--- src/rtl/aal5_pkg.sv ---
package aal5_pkg;
  localparam int unsigned TRL_BYTES = 8;
  localparam logic [31:0] CRC_POLY  = 32'h04C11DB7;
  localparam logic [31:0] CRC_INIT  = 32'hFFFF_FFFF;

  typedef enum logic [1:0] {S_DATA, S_PAD, S_TRL} seg_state_e;
  typedef enum logic [1:0] {R_RECV, R_DROP, R_DRAIN, R_DONE} rsm_state_e;

  function automatic logic [31:0] crc32_step(input logic [31:0] c, input logic [7:0] d);
    logic [31:0] r;
    logic fb;
    r = c;
    for (int i = 7; i >= 0; i--) begin
      fb = r[31] ^ d[i];
      r  = {r[30:0], 1'b0};
      if (fb) r = r ^ CRC_POLY;
    end
    return r;
  endfunction
endpackage

--- src/rtl/aal5_crc32_byte.sv ---
module aal5_crc32_byte
  import aal5_pkg::*;
(
  input  logic [31:0] crc_i,
  input  logic [7:0]  data_i,
  output logic [31:0] crc_o
);
  always_comb crc_o = crc32_step(crc_i, data_i);
endmodule

--- src/rtl/aal5_seg.sv ---
module aal5_seg
  import aal5_pkg::*;
#(
  parameter int unsigned CELL_BYTES = 48
) (
  input  logic       clk_i,
  input  logic       rst_ni,
  input  logic       tx_valid_i,
  output logic       tx_ready_o,
  input  logic [7:0] tx_data_i,
  input  logic       tx_last_i,
  input  logic       tx_empty_i,
  input  logic [7:0] tx_uu_i,
  output logic       cell_valid_o,
  output logic [7:0] cell_data_o,
  output logic       cell_last_o,
  output logic       cell_eop_o
);
  localparam int unsigned IW = $clog2(CELL_BYTES);
  localparam logic [IW-1:0] LAST_POS = IW'(CELL_BYTES - 1);
  localparam logic [IW-1:0] TRL_POS  = IW'(CELL_BYTES - TRL_BYTES);

  seg_state_e    state_q;
  logic [IW-1:0] idx_q, idx_nx;
  logic [15:0]   len_q;
  logic [31:0]   crc_q, crc_upd, crc_inv;
  logic [2:0]    tcnt_q;
  logic [7:0]    uu_q, byte_d;
  logic          emit;

  assign idx_nx     = (idx_q == LAST_POS) ? '0 : idx_q + 1'b1;
  assign tx_ready_o = (state_q == S_DATA);
  assign crc_inv    = ~crc_q;
  assign emit       = (state_q == S_DATA) ? (tx_valid_i && !tx_empty_i) : 1'b1;

  always_comb begin
    byte_d = 8'h00;
    unique case (state_q)
      S_DATA: byte_d = tx_data_i;
      S_PAD:  byte_d = 8'h00;
      default: begin
        unique case (tcnt_q)
          3'd0: byte_d = uu_q;
          3'd1: byte_d = 8'h00;
          3'd2: byte_d = len_q[15:8];
          3'd3: byte_d = len_q[7:0];
          3'd4: byte_d = crc_inv[31:24];
          3'd5: byte_d = crc_inv[23:16];
          3'd6: byte_d = crc_inv[15:8];
          default: byte_d = crc_inv[7:0];
        endcase
      end
    endcase
  end

  aal5_crc32_byte u_crc (.crc_i(crc_q), .data_i(byte_d), .crc_o(crc_upd));

  always_ff @(posedge clk_i or negedge rst_ni) begin
    if (!rst_ni) begin
      state_q      <= S_DATA;
      idx_q        <= '0;
      len_q        <= '0;
      crc_q        <= CRC_INIT;
      tcnt_q       <= '0;
      uu_q         <= '0;
      cell_valid_o <= 1'b0;
      cell_data_o  <= '0;
      cell_last_o  <= 1'b0;
      cell_eop_o   <= 1'b0;
    end else begin
      cell_valid_o <= emit;
      cell_last_o  <= emit && (idx_q == LAST_POS);
      cell_eop_o   <= (state_q == S_TRL) && (tcnt_q == 3'd7);
      if (emit) begin
        cell_data_o <= byte_d;
        idx_q       <= idx_nx;
      end
      unique case (state_q)
        S_DATA: if (tx_valid_i) begin
          if (!tx_empty_i) begin
            crc_q <= crc_upd;
            len_q <= len_q + 1'b1;
          end
          if (tx_last_i) begin
            uu_q   <= tx_uu_i;
            tcnt_q <= '0;
            if ((tx_empty_i ? idx_q : idx_nx) == TRL_POS) state_q <= S_TRL;
            else state_q <= S_PAD;
          end
        end
        S_PAD: begin
          crc_q <= crc_upd;
          if (idx_nx == TRL_POS) state_q <= S_TRL;
        end
        default: begin
          if (!tcnt_q[2]) crc_q <= crc_upd;
          tcnt_q <= tcnt_q + 1'b1;
          if (tcnt_q == 3'd7) begin
            state_q <= S_DATA;
            crc_q   <= CRC_INIT;
            len_q   <= '0;
          end
        end
      endcase
    end
  end

  p_eop_on_last_r4: assert property (@(posedge clk_i) disable iff (!rst_ni)
    cell_eop_o |-> (cell_last_o && cell_valid_o));
  p_trl_slot_r2: assert property (@(posedge clk_i) disable iff (!rst_ni)
    (state_q == S_TRL) |-> (idx_q >= TRL_POS));
  p_pad_zero_r2: assert property (@(posedge clk_i) disable iff (!rst_ni)
    (state_q == S_PAD) |=> (cell_valid_o && cell_data_o == 8'h00));
endmodule

--- src/rtl/aal5_reasm.sv ---
module aal5_reasm
  import aal5_pkg::*;
#(
  parameter int unsigned CELL_BYTES = 48,
  parameter int unsigned MAX_LEN    = 1536,
  parameter int unsigned DLY_DEPTH  = 64
) (
  input  logic       clk_i,
  input  logic       rst_ni,
  input  logic       rx_cell_valid_i,
  output logic       rx_cell_ready_o,
  input  logic [7:0] rx_cell_data_i,
  input  logic       rx_cell_eop_i,
  output logic       rx_valid_o,
  output logic [7:0] rx_data_o,
  output logic       rx_done_o,
  output logic       rx_ok_o
);
  localparam int unsigned IW        = $clog2(CELL_BYTES);
  localparam int unsigned AW        = $clog2(DLY_DEPTH);
  localparam int unsigned TAIL      = CELL_BYTES - 1 + TRL_BYTES;
  localparam int unsigned MAX_CELLS = (MAX_LEN + TRL_BYTES + CELL_BYTES - 1) / CELL_BYTES;
  localparam int unsigned CW        = $clog2(MAX_CELLS + 1);
  localparam logic [IW-1:0] LAST_POS = IW'(CELL_BYTES - 1);
  localparam logic [IW-1:0] LHI_POS  = IW'(CELL_BYTES - 6);
  localparam logic [IW-1:0] LLO_POS  = IW'(CELL_BYTES - 5);
  localparam logic [AW:0]   TAIL_F   = (AW+1)'(TAIL);

  rsm_state_e    state_q;
  logic [IW-1:0] idx_q, idx_nx;
  logic [CW-1:0] cells_q;
  logic [15:0]   nrx_q, rel_q, len_q, left_q, n_f, rel_f;
  logic [7:0]    lhi_q;
  logic [31:0]   crc_q, crc_upd, crc_snap_q;
  logic [23:0]   rcv_q;
  logic [AW-1:0] wr_q, rd_q;
  logic [AW:0]   fill_q;
  logic          ok_q, take, pop_rx, crc_ok, bad;
  logic [16:0]   len_ext;
  logic [7:0]    mem_q [DLY_DEPTH];

  assign rx_cell_ready_o = (state_q == R_RECV) || (state_q == R_DROP);
  assign take    = rx_cell_ready_o && rx_cell_valid_i;
  assign idx_nx  = (idx_q == LAST_POS) ? '0 : idx_q + 1'b1;
  assign pop_rx  = (state_q == R_RECV) && take && (fill_q == TAIL_F);
  assign n_f     = nrx_q + 1'b1;
  assign rel_f   = rel_q + {15'd0, pop_rx};
  assign crc_ok  = (~crc_snap_q) == {rcv_q, rx_cell_data_i};
  assign len_ext = {1'b0, len_q} + 17'(TAIL);
  assign bad     = !crc_ok || (len_q > n_f - 16'(TRL_BYTES)) ||
                   (len_ext < {1'b0, n_f}) || (len_q > 16'(MAX_LEN));

  aal5_crc32_byte u_crc (.crc_i(crc_q), .data_i(rx_cell_data_i), .crc_o(crc_upd));

  always_ff @(posedge clk_i)
    if (state_q == R_RECV && take) mem_q[wr_q] <= rx_cell_data_i;

  always_ff @(posedge clk_i or negedge rst_ni) begin
    if (!rst_ni) begin
      state_q    <= R_RECV;
      idx_q      <= '0;
      cells_q    <= '0;
      nrx_q      <= '0;
      rel_q      <= '0;
      len_q      <= '0;
      left_q     <= '0;
      lhi_q      <= '0;
      crc_q      <= CRC_INIT;
      crc_snap_q <= '0;
      rcv_q      <= '0;
      wr_q       <= '0;
      rd_q       <= '0;
      fill_q     <= '0;
      ok_q       <= 1'b0;
      rx_valid_o <= 1'b0;
      rx_data_o  <= '0;
      rx_done_o  <= 1'b0;
      rx_ok_o    <= 1'b0;
    end else begin
      rx_valid_o <= 1'b0;
      rx_done_o  <= 1'b0;
      unique case (state_q)
        R_RECV: if (take) begin
          idx_q <= idx_nx;
          nrx_q <= n_f;
          crc_q <= crc_upd;
          wr_q  <= wr_q + 1'b1;
          if (pop_rx) begin
            rx_valid_o <= 1'b1;
            rx_data_o  <= mem_q[rd_q];
            rd_q       <= rd_q + 1'b1;
            rel_q      <= rel_f;
          end else begin
            fill_q <= fill_q + 1'b1;
          end
          if (idx_q == LHI_POS) lhi_q <= rx_cell_data_i;
          if (idx_q == LLO_POS) begin
            len_q      <= {lhi_q, rx_cell_data_i};
            crc_snap_q <= crc_upd;
          end
          if (idx_q > LLO_POS) rcv_q <= {rcv_q[15:0], rx_cell_data_i};
          if (idx_q == LAST_POS) begin
            if (rx_cell_eop_i) begin
              ok_q    <= !bad;
              left_q  <= len_q - rel_f;
              state_q <= bad ? R_DONE : R_DRAIN;
            end else begin
              cells_q <= cells_q + 1'b1;
              if (cells_q + 1'b1 == CW'(MAX_CELLS)) state_q <= R_DROP;
            end
          end
        end
        R_DROP: if (take) begin
          idx_q <= idx_nx;
          if (idx_q == LAST_POS && rx_cell_eop_i) begin
            ok_q    <= 1'b0;
            state_q <= R_DONE;
          end
        end
        R_DRAIN: begin
          if (left_q != '0) begin
            rx_valid_o <= 1'b1;
            rx_data_o  <= mem_q[rd_q];
            rd_q       <= rd_q + 1'b1;
            fill_q     <= fill_q - 1'b1;
            left_q     <= left_q - 1'b1;
          end else begin
            state_q <= R_DONE;
          end
        end
        default: begin
          rx_done_o <= 1'b1;
          rx_ok_o   <= ok_q;
          state_q   <= R_RECV;
          idx_q     <= '0;
          cells_q   <= '0;
          nrx_q     <= '0;
          rel_q     <= '0;
          crc_q     <= CRC_INIT;
          wr_q      <= '0;
          rd_q      <= '0;
          fill_q    <= '0;
        end
      endcase
    end
  end

  p_dly_bound_r6: assert property (@(posedge clk_i) disable iff (!rst_ni)
    fill_q <= TAIL_F);
  p_drain_fits_r6: assert property (@(posedge clk_i) disable iff (!rst_ni)
    (state_q == R_DRAIN) |-> (left_q <= 16'(fill_q)));
  p_done_pulse_r6: assert property (@(posedge clk_i) disable iff (!rst_ni)
    rx_done_o |=> !rx_done_o);
  p_done_alone_r6: assert property (@(posedge clk_i) disable iff (!rst_ni)
    rx_done_o |-> !rx_valid_o);
  p_drop_bad_r9: assert property (@(posedge clk_i) disable iff (!rst_ni)
    (state_q == R_DROP && take && idx_q == LAST_POS && rx_cell_eop_i)
      |=> ##1 (rx_done_o && !rx_ok_o));
endmodule

--- src/rtl/aal5_sar.sv ---
module aal5_sar
  import aal5_pkg::*;
#(
  parameter int unsigned CELL_BYTES = 48,
  parameter int unsigned MAX_LEN    = 1536,
  parameter int unsigned DLY_DEPTH  = 64
) (
  input  logic       clk_i,
  input  logic       rst_ni,
  input  logic       tx_valid_i,
  output logic       tx_ready_o,
  input  logic [7:0] tx_data_i,
  input  logic       tx_last_i,
  input  logic       tx_empty_i,
  input  logic [7:0] tx_uu_i,
  output logic       cell_valid_o,
  output logic [7:0] cell_data_o,
  output logic       cell_last_o,
  output logic       cell_eop_o,
  input  logic       rx_cell_valid_i,
  output logic       rx_cell_ready_o,
  input  logic [7:0] rx_cell_data_i,
  input  logic       rx_cell_eop_i,
  output logic       rx_valid_o,
  output logic [7:0] rx_data_o,
  output logic       rx_done_o,
  output logic       rx_ok_o
);
  aal5_seg #(.CELL_BYTES(CELL_BYTES)) u_seg (
    .clk_i, .rst_ni, .tx_valid_i, .tx_ready_o, .tx_data_i, .tx_last_i,
    .tx_empty_i, .tx_uu_i, .cell_valid_o, .cell_data_o, .cell_last_o, .cell_eop_o
  );

  aal5_reasm #(.CELL_BYTES(CELL_BYTES), .MAX_LEN(MAX_LEN), .DLY_DEPTH(DLY_DEPTH)) u_reasm (
    .clk_i, .rst_ni, .rx_cell_valid_i, .rx_cell_ready_o, .rx_cell_data_i,
    .rx_cell_eop_i, .rx_valid_o, .rx_data_o, .rx_done_o, .rx_ok_o
  );
endmodule

--- config.mk ---
export PLATFORM = sky130hd
export DESIGN_NAME = aal5_sar
export DESIGN_NICKNAME = d
export VERILOG_FILES = /design/src/rtl/aal5_pkg.sv /design/src/rtl/aal5_crc32_byte.sv /design/src/rtl/aal5_seg.sv /design/src/rtl/aal5_reasm.sv /design/src/rtl/aal5_sar.sv
export SDC_FILE = /design/constraint.sdc
export NUM_CORES = 1
export LEC_CHECK = 0
export BUFFER_PORTS_ARGS = -buffer_cell sky130_fd_sc_hd__buf_2
export CAP_MARGIN = 30
export CORE_MARGIN = 5
export CORE_UTILIZATION = 55
export DETAILED_ROUTE_END_ITERATION = 12
export GPL_ROUTABILITY_DRIVEN = 0
export PLACE_DENSITY_LB_ADDON = 0.05
export SKIP_LAST_GASP = 1
export SYNTH_ARGS = -nofsm -noshare
export SYNTH_HDL_FRONTEND = slang
export SYNTH_SLANG_ARGS = --single-unit
--- constraint.sdc ---
create_clock -name clk_i -period 4.09 [get_ports clk_i]
set_input_delay 0.6135 -clock clk_i [delete_from_list [all_inputs] [get_ports clk_i]]
set_output_delay 0.6135 -clock clk_i [all_outputs]
set_load 0.005 [all_outputs]
==> flow_metrics.tcl, run 1 <==
set metrics [dict create \
    synthCells 2503 \
    synth.area.mux_share_pct 13.14 \
    ios 55 \
    die_area_um2 71300 \
    grt.total_usage_pct 23.72 \
    maxCapViolations 0 \
    timing.final.ws_setup_ps 188.3 \
    stdcell_area_um2 41090 \
    routedWlPerCell_um 23.51 \
    hpwl_um 55440 \
    synth_edf_count 512 \
    synthTopCellsByArea "edfxtp_1 42%, dfrtp_1 15%, mux4_2 10%, dfstp_2 4.6%, xnor2_1 3.6%" \
    finalMaxSlewViolations 0 \
    arrival_ps 4360 \
    ant_nets 0 \
    cts_tree "yes" \
    post-route-period-util_pct 95.40 \
    final_nets 2730 \
    worstPathRequired_ps 4550 \
    fin_crit_ps 3902 \
    fmax_mhz 256.3 \
    yosys_warnings 0 \
    synth-seq-area-share_pct 62.03 \
    drt-vias-per-instance 5.990 \
    die_x_um 267.0 \
    synth_flop_cell "edfxtp_1" \
    cellLeakagePower_nw 14.81 \
    port_buffers 54 \
    status "finished, final reports clean" \
    final_cells 3557 \
    yosys.area_share.simple_pct 7.869 \
    r2r_cells 18 \
    synth_top_family_by_area "multiplexers" \
    dpl-instance-area_um2 38030 \
    setup-tns-final_ps 0 \
    cts_buffers 83 \
    yosysTopAreaCell "edfxtp_1" \
    mostFrequentLayoutCells "512 x edfxtp_1, 216 x dfrtp_1, 182 x nor2_1, 177 x nand2_1, 168 x mux4_2" \
    antenna_found_initial 1 \
    synth_nets 2607 \
    clkSinkCount 795 \
    r2r_start "u_reasm.fill_q[6]" \
    gr-total-overflow 0 \
    skew_ps 27.74 \
    ys_ff_latch 795 \
    via_count 21310 \
    start_kind "flop" \
    clock_latency_ps 620 \
    drc_errors 0 \
    area_growth_syn_to_layout_pct 13.09 \
    start_util_pct 55.36 \
    final-hold-violation-count 0 \
    place_ws_ps -30.81 \
    synth_top_area_share_pct 42.32 \
    powerDensity_nw_per_um2 728.7 \
    grt_pass1_wl_um 130500 \
    clk_pin_slew_ps 60 \
    synthArstFlopShare_pct 35.60 \
    first_iter_violations 1714 \
    whs_ps 117.9 \
    grt_max_degree 117 \
    clock_path_buffers 3 \
    setup_viol 0 \
    dp.cells 3398 \
    dr.pass1.iters 5 \
    worstHoldPathType "input pin to asynchronous set/reset pin" \
    syn_area_um2 36330 \
    slew_headroom_pct 35.62 \
    grt_pass1_vias 21670 \
    worstSetupStartpoint "u_reasm.fill_q[6]" \
    avgSynthCellArea_um2 14.52 \
    end_kind "flop" \
    htree_num_levels 3 \
    layout_commonest_cell "edfxtp_1" \
    synth_compound_area_share_pct 6.223 \
    rows 94 \
    critical_path_class "flop to flop" \
    core_um2 65630 \
    post-route-util_pct 62.61 \
    max-vdd-ir-drop_uv 919.9 \
    routed_wirelength_um 83610 \
    crit_path_max_fanout 4 \
    p_total_mw 29.94 \
    root_buffer "clkbuf_16" \
    die_h_um 267.0 \
    synth_xor_area_share_pct 6.560 \
    synth_fa_ha_area_share_pct 2.610 \
    drive_gt1_share_pct 24.07 \
    synthDistinctLibCells 79 \
    tightestPinTransition_ps 965.7 \
]
==> per-layer routing <==
metal	track usage (%)	up-vias	share of wire, %
met3	3.420	120	4.8
li1	-	9702	-
met5	0	-	0
met4	5.592	0	2.0
met2	39.21	522	50
met1	34.03	10960	44
==> logic make-up (layout without fill, tap and decap cells) <==
family,after synthesis,after routing
XOR/XNOR,255,255
AND/OR/NAND/NOR,612,612
other,0,1
multiplexers,257,257
adder cells (fa/ha/maj),75,75
flip-flops,795,795
buffers and inverters,146,335
AO/OA/AOI/OAI,363,363
==> sequential cells by signal (all words and copies together), names as in the netlist, 7 cells and up <==
name	flops
u_reasm.crc_snap_q	32
u_reasm.fill_q	7
u_reasm.crc_q	32
u_seg.uu_q	8
u_reasm.rel_q	16
u_seg.crc_q	32
u_reasm.lhi_q	8
u_reasm.mem_q	512
u_seg.cell_data_o	8
u_reasm.left_q	16
u_reasm.nrx_q	16
u_reasm.rcv_q	24
u_seg.len_q	16
u_reasm.len_q	16
u_reasm.rx_data_o	8
==> cells in the mapped netlist (all sizes together), types with 64 or more instances <==
cell type	number
a21oi	93
clkbuf	85
dfrtp	219
dfstp	64
edfxtp	512
ha	71
mux2	80
mux4	168
nand2	178
nand3	65
nor2	187
o21ai	131
xnor2	153
xor2	101
==> power breakdown <==
group          switching [mW]  leakage [nW]  internal, mW
clock                    3.12          1.40          4.75
sequential              0.944          8.20          9.75
combinational            6.14          5.21          5.23
==> path summary, 6_finish.rpt <==
| path | endpoint | slack [ps] |
|---|---|---|
| max in group asynchronous | u_reasm.crc_q[29] | 2990 |
| setup / recovery | u_reasm.left_q[15] | 190 |
| hold reg to reg | u_seg.cell_data_o[1] | 460 |
| setup reg to reg | u_reasm.left_q[15] | 190 |
| min in group clk_i | u_seg.uu_q[0] | 230 |
| hold / removal | u_reasm.nrx_q[3] | 120 |
==> critical path, stage by stage (launching register included) <==
cell	delay, ps
dfrtp_1	380
nand4b_1	220
nor3_2	140
buf_4	140
nand2_2	70
inv_4	80
ha_4	140
ha_2	170
and3_4	190
and3_4	210
and3_4	190
xnor2_1	80
ha_2	200
or3_4	390
a2111oi_4	290
nor3_2	100
a311o_1	390
nor4_2	270
a311oi_1	70
==> area by class of cell <==
class                      instances  area (µm²)
tap                              864        1081
clock inverter                    44       583.1
inverter                          37       141.4
clock buffer                     107        2300
multi-input combinational       1562       13380
sequential                       795       22550
fill                            4876       24540
timing repair buffer             147        1054
antenna                            1       2.502
==> what timing repair did <==
| item | CTS | global route |
|---|---|---|
| gates resized for setup | 3 | 26 |
| setup buffers | 0 | 6 |
| endpoints found under the setup margin | 2 | 6 |
| pin swaps | 0 | 7 |
| hold buffers | 0 | 0 |
Power figures use the tool's default switching activity.
==> inputs of run 2 (changes only) <==
--- a/config.mk
+++ b/config.mk
@@ -8,7 +8,7 @@
 export BUFFER_PORTS_ARGS = -buffer_cell sky130_fd_sc_hd__buf_2
 export CAP_MARGIN = 30
 export CORE_MARGIN = 5
-export CORE_UTILIZATION = 55
+export CORE_UTILIZATION = 40
 export DETAILED_ROUTE_END_ITERATION = 12
 export GPL_ROUTABILITY_DRIVEN = 0
 export PLACE_DENSITY_LB_ADDON = 0.05
==> run 2 against run 1 <==
- clock-buffer cell count up 19
- hold slack improved by 82 ps
- die area rose by 36%
- critical path depth is the same
- largest cell class unchanged
- final cell count is 9.9% higher
- sequential power about the same
- global-route usage down 4.5 points
- power is 2.5% higher
- via count is 0.27% higher
==> flow_metrics.tcl, run 2 (synthesized netlist as in run 1, its figures left out) <==
set metrics [dict create \
    critical_path_class "flop to flop" \
    clkSinkCount 795 \
    slew_headroom_pct 34.54 \
    setup_viol 0 \
    seqCellArea_um2 22550 \
    worstPathRequired_ps 4600 \
    antenna_found_initial 5 \
    maxCapViolations 0 \
    gr-total-overflow 0 \
    start_util_pct 40.30 \
    routed_wirelength_um 93410 \
    r2r_start "u_reasm.fill_q[6]" \
    clk_pin_slew_ps 60 \
    layout_commonest_cell "edfxtp_1" \
    routedWlPerCell_um 23.89 \
    slowest_delay_ps 390 \
    die_h_um 311.4 \
    crit_path_max_fanout 4 \
    final_cells 3910 \
    drc_errors 0 \
    worstHoldPathType "input pin to flop" \
    powerDensity_nw_per_um2 733.2 \
    largest_register_ffs 512 \
    path_cells "nand4b_1 > nor3_2 > buf_4 > nand2_2 > inv_2 > ha_4 > ha_4 > and3_4 > and3_4 > and3_4 > xnor2_1 > ha_2 > or3_4 > a2111oi_4 > nor3_2 > a311o_1 > nor4_2 > a311oi_1" \
    end_kind "flop" \
    cp_slowest_cell "or3_4" \
    port_buffers 54 \
    fin_crit_ps 3869 \
    r2r_end "u_reasm.left_q[15]" \
    start_kind "flop" \
    clock_latency_ps 650 \
    dp.cells 3738 \
    whs_path_depth 2 \
    multi_input_area_um2 13400 \
    ios 55 \
    finalMaxSlewViolations 0 \
    area_growth_syn_to_layout_pct 15.20 \
    r2r_cells 18 \
    min_from "tx_uu_i[3]" \
    dr.pass1.iters 5 \
    drive_gt1_share_pct 24.99 \
    mostFrequentLayoutCells "512 x edfxtp_1, 216 x dfrtp_1, 182 x nor2_1, 177 x nand2_1, 168 x mux4_2" \
    rows 110 \
    max-vdd-ir-drop_uv 1080 \
    arrival_ps 4380 \
    fillerInstances 7842 \
    hold-path-endpoint "u_seg.uu_q[3]" \
    worst-path-buf-inv 2 \
    post-route-period-util_pct 94.60 \
    grt_pass1_wl_um 143200 \
    die_x_um 311.4 \
    via_count 21360 \
    skew_ps 27.14 \
    final-hold-violation-count 0 \
    cts_buffers 90 \
    grt_pass1_vias 22340 \
    core_um2 90150 \
    cellLeakagePower_nw 15.02 \
    grt_max_degree 91 \
    first_iter_violations 1722 \
    whs_ps 199.7 \
    cts_tree "yes" \
    hpwl_um 61270 \
    tightestPinTransition_ps 978.2 \
    ant_nets 0 \
    drt-vias-per-instance 5.464 \
    clock_path_buffers 3 \
    fmax_mhz 258.5 \
    root_buffer "clkbuf_16" \
    status "finished, final reports clean" \
    htree_num_levels 3 \
    final_nets 2763 \
    grt.total_usage_pct 19.20 \
    die_area_um2 96960 \
    regToRegSetupSlack_ps 220 \
    cp_top_family "simple AND/OR/NAND/NOR gates" \
    regMostFlops "u_reasm.mem_q" \
    path_common_cell "and3_4" \
]
[run 2: cell types whose count changed in the layout (fill, tap and decap cells not counted), moves of 2 or more]
cell	change
buf_12	+2
buf_4	+21
bufinv_16	-5
clkbuf_1	+8
clkbuf_16	+7
clkbuf_8	+4
clkinv_1	-2
clkinv_2	+7
clkinv_4	-5
clkinv_8	-2
inv_16	+2
[run 2: worst reg2reg max path, stage by stage, from the launching register on]
cell,delay (ps)
dfrtp_1,370
nand4b_1,230
nor3_2,160
buf_4,140
nand2_2,70
inv_2,80
ha_4,150
ha_4,140
and3_4,190
and3_4,210
and3_4,190
xnor2_1,80
ha_2,200
or3_4,390
a2111oi_4,340
nor3_2,100
a311o_1,350
nor4_2,270
a311oi_1,60
[run 2: area by class of cell]
class / instances / area share, %
antenna: 1 / 0.005979
clock buffer: 126 / 6.116
clock inverter: 40 / 1.085
inverter: 37 / 0.3318
multi-input combinational: 1562 / 32.00
sequential: 795 / 53.87
tap: 1176 / 3.515
timing repair buffer: 173 / 3.076
[run 2: power by group]
group / switching [mW] / leakage [nW] / internal, mW
registers: 0.930 / 8.20 / 9.76
logic: 6.45 / 5.35 / 5.37
clock network: 3.35 / 1.47 / 4.83
total: 10.7 / 15.0 / 20.0
[run 2: timing repair]
action,CTS,global route
pin swaps,0,5
buffers inserted,0,3
gates resized for setup,2,26
hold buffers,1,0
endpoints found under the setup margin,2,7
endpoints found under the hold margin,2,0
[run 2: worst max-delay path by stage]
stage                            start                 end  slack, ps  cells after the start
finish               u_reasm.fill_q[6]  u_reasm.left_q[15]        220                     18
global route         u_reasm.fill_q[6]  u_reasm.left_q[15]        -30                     18
CTS                  u_reasm.fill_q[6]  u_reasm.left_q[15]         20                     19
detailed placement   u_reasm.fill_q[6]  u_reasm.left_q[15]       -100                     18
global placement       rx_cell_valid_i  u_reasm.left_q[15]         20                     18
floorplan           u_reasm.state_q[0]  u_reasm.left_q[15]         40                     21
[run 2: layer usage]
layer | part of all wire, % | vias to the layer above | GRT usage (%)
li1 | - | 9766 | -
met1 | 46 | 11030 | 27.13
met2 | 48 | 439 | 31.40
met3 | 3.9 | 127 | 3.050
met4 | 2.5 | 0 | 4.795
met5 | 0 | - | 0
[run 2: per-stage QoR]
step | utilization (%) | instance area, µm² | power (mW) | setup slack, ps | TNS [ps]
5_1_grt | 46.43 | 41850 | 32.59 | -33.44 | -33.44
6_report | 46.43 | 41860 | 30.69 | 220.9 | 0
3_3_place_gp | 42.86 | 38640 | 22.60 | 23.29 | 0
4_1_cts | 46.25 | 41690 | 31.09 | 18.09 | 0
2_1_floorplan | - | 36340 | 19.15 | 37.66 | 0
3_5_place_dp | 42.88 | 38660 | 22.74 | -104.1 | -124.5
==> inputs of run 3 (changes only) <==
--- a/config.mk
+++ b/config.mk
@@ -7,6 +7,8 @@
 export LEC_CHECK = 0
 export BUFFER_PORTS_ARGS = -buffer_cell sky130_fd_sc_hd__buf_2
 export CAP_MARGIN = 30
+export CELL_PAD_IN_SITES_DETAIL_PLACEMENT = 2
+export CELL_PAD_IN_SITES_GLOBAL_PLACEMENT = 2
 export CORE_MARGIN = 5
 export CORE_UTILIZATION = 40
 export DETAILED_ROUTE_END_ITERATION = 12
==> run 3 against run 2 <==
- final cell count increased by 0.43%
- power increased by 3.3%
- utilization increased by 0.40 points
- flip-flop and latch count unchanged
- largest power group unchanged
==> flow_metrics.tcl, run 3 (synthesized netlist as in run 1, its figures left out) <==
set metrics [dict create \
    post-route-util_pct 46.83 \
    worstPathRequired_ps 4620 \
    grt.total_usage_pct 22.56 \
    mostFrequentLayoutCells "512 x edfxtp_1, 215 x dfrtp_1, 182 x nor2_1, 177 x nand2_1, 168 x mux4_2" \
    clock_latency_ps 660 \
    status "finished, final reports clean" \
    dp.cells 3744 \
    powerDensity_nw_per_um2 750.8 \
    multi_input_area_um2 13460 \
    port_buffers 54 \
    rows 110 \
    first_iter_violations 1529 \
    root_buffer "clkbuf_16" \
    fillerInstances 8475 \
    hpwl_um 72720 \
    grt_max_degree 107 \
    htree_num_levels 3 \
    whs_ps 28.83 \
    end_kind "flop" \
    ant_nets 0 \
    cts_buffers 92 \
    holdBufCountCts 0 \
    maxCapViolations 0 \
    r2r_cells 18 \
    max-vdd-ir-drop_uv 893.4 \
    start_util_pct 40.30 \
    routedWlPerCell_um 27.78 \
    gr-total-overflow 0 \
    skew_ps 27.53 \
    ios 55 \
    die_h_um 311.4 \
    regToRegSetupSlack_ps 160 \
    place_ws_ps -141.3 \
    r2r_start "u_reasm.fill_q[6]" \
    antenna_found_initial 7 \
    fin_crit_ps 3927 \
    regMostFlops "u_reasm.mem_q" \
    setup_viol 0 \
    final-hold-violation-count 0 \
    p_int_mw 20.38 \
    core_um2 90150 \
    crit_path_max_fanout 3 \
    worstHoldPathType "input pin to asynchronous set/reset pin" \
    layout_commonest_cell "edfxtp_1" \
    clock_power_share_pct 27.3 \
    finalMaxSlewViolations 0 \
    grt_pass1_wl_um 166000 \
    clk_pin_slew_ps 60 \
    drc_errors 0 \
    endpoint "u_reasm.left_q[15]" \
    critical_path_class "flop to flop" \
    drive_gt1_share_pct 26.03 \
    seqCellArea_um2 22550 \
    dr.pass1.iters 5 \
    grt_pass1_vias 24780 \
    diodes 0 \
    fmax_mhz 254.7 \
    rsz0062_at_grt "yes" \
    sw_frac_of_total_pct 35.70 \
    worstSetupStartpoint "u_reasm.fill_q[6]" \
    arrival_ps 4450 \
    r2r_end "u_reasm.left_q[15]" \
    seq_power_share_pct 34.1 \
    p_comb_share_pct 38.6 \
    timing.final.ws_setup_ps 163.1 \
    cellLeakagePower_nw 15.19 \
    die_x_um 311.4 \
    final_cells 3927 \
    post-route-period-util_pct 96.01 \
    cts_tree "yes" \
    routed_wirelength_um 109100 \
    tightestPinTransition_ps 1056 \
    start_kind "flop" \
    slew_headroom_pct 29.33 \
    p_sw_mw 11.31 \
    drt-vias-per-instance 5.601 \
    clock_path_buffers 3 \
    via_count 22000 \
    final_nets 2776 \
    largest_register_ffs 512 \
    area_growth_syn_to_layout_pct 16.20 \
    die_area_um2 96960 \
    clkSinkCount 795 \
]
[run 3: cell count changes in the layout (fill, tap and decap cells not counted), moves of 2 or more]
cell,previous run,this run
buf_12,8,10
ha_1,67,65
clkinv_1,11,7
clkinv_4,1,4
clkbuf_8,13,15
clkbuf_16,92,94
clkinvlp_4,2,4
buf_4,108,117
bufinv_16,7,10
ha_2,2,4
[run 3: area by class of cell]
| type | count | area share (%) |
|---|---|---|
| clock buffer | 128 | 6.206 |
| sequential | 795 | 53.41 |
| clock inverter | 45 | 1.354 |
| tap | 1176 | 3.485 |
| inverter | 37 | 0.3290 |
| timing repair buffer | 184 | 3.343 |
| multi-input combinational | 1562 | 31.88 |
[run 3: stage by stage]
step | total power, mW | area, µm² | setup TNS [ps]
floorplan | 19.15 | 36340 | 0
global placement | 22.81 | 38730 | -56.98
detailed placement | 23.30 | 38750 | -485.3
CTS | 32.16 | 41980 | -11.96
global route | 33.53 | 42220 | -37.88
finish | 31.69 | 42220 | 0
[run 3: how the worst min path moves through the flow]
stage / start / slack, ps / end / cells past startpoint
after global placement: u_seg.cell_data_o[1] / 450 / u_seg.cell_data_o[1] / 2
after floorplan: rst_ni / 320 / u_reasm.cells_q[0] / 0
final: rst_ni / 30 / u_reasm.len_q[0] / 1
after detailed placement: u_seg.cell_data_o[1] / 470 / u_seg.cell_data_o[1] / 2
after CTS: rst_ni / 40 / u_reasm.len_q[0] / 1
after global routing: rst_ni / 80 / u_reasm.len_q[0] / 1
[run 3: what timing repair did]
action / 4_1_cts / 5_1_grt
buffers inserted: 0 / 6
gates resized for setup: 9 / 30
endpoints found under the setup margin: 7 / 7
pin swaps: 1 / 11
[run 3: worst max-delay path, stage by stage, from the launching register on]
cell and delay, ps:
dfrtp_1 380, nand4b_1 250, nor3_2 180, buf_4 160
nand2_4 50, inv_2 70, ha_4 150, ha_4 140
and3_4 190, and3_4 210, nand3_2 90, xor2_2 170
ha_2 190, or3_4 390, a2111oi_4 350, nor3_2 90
a311o_1 390, nor4_2 270, a311oi_1 80
[run 3: power groups by stage]
stage / logic [mW] / clock network, mW / registers [mW]
2_1_floorplan: 8.70 / 0 / 10.4
3_3_place_gp: 11.9 / 0 / 10.9
3_5_place_dp: 12.3 / 0 / 11.0
4_1_cts: 12.5 / 8.87 / 10.8
5_1_grt: 13.4 / 9.22 / 10.9
6_report: 12.2 / 8.64 / 10.8
[run 3: layer usage]
layer	vias up	wire [µm]	track usage, %	part of all wire (%)
li1	9781	-	-	-
met1	11660	46240	29.94	42
met2	398	55430	39.09	51
met3	156	4249	3.283	3.9
met4	2	3178	6.155	2.9
met5	-	13	0	0.012
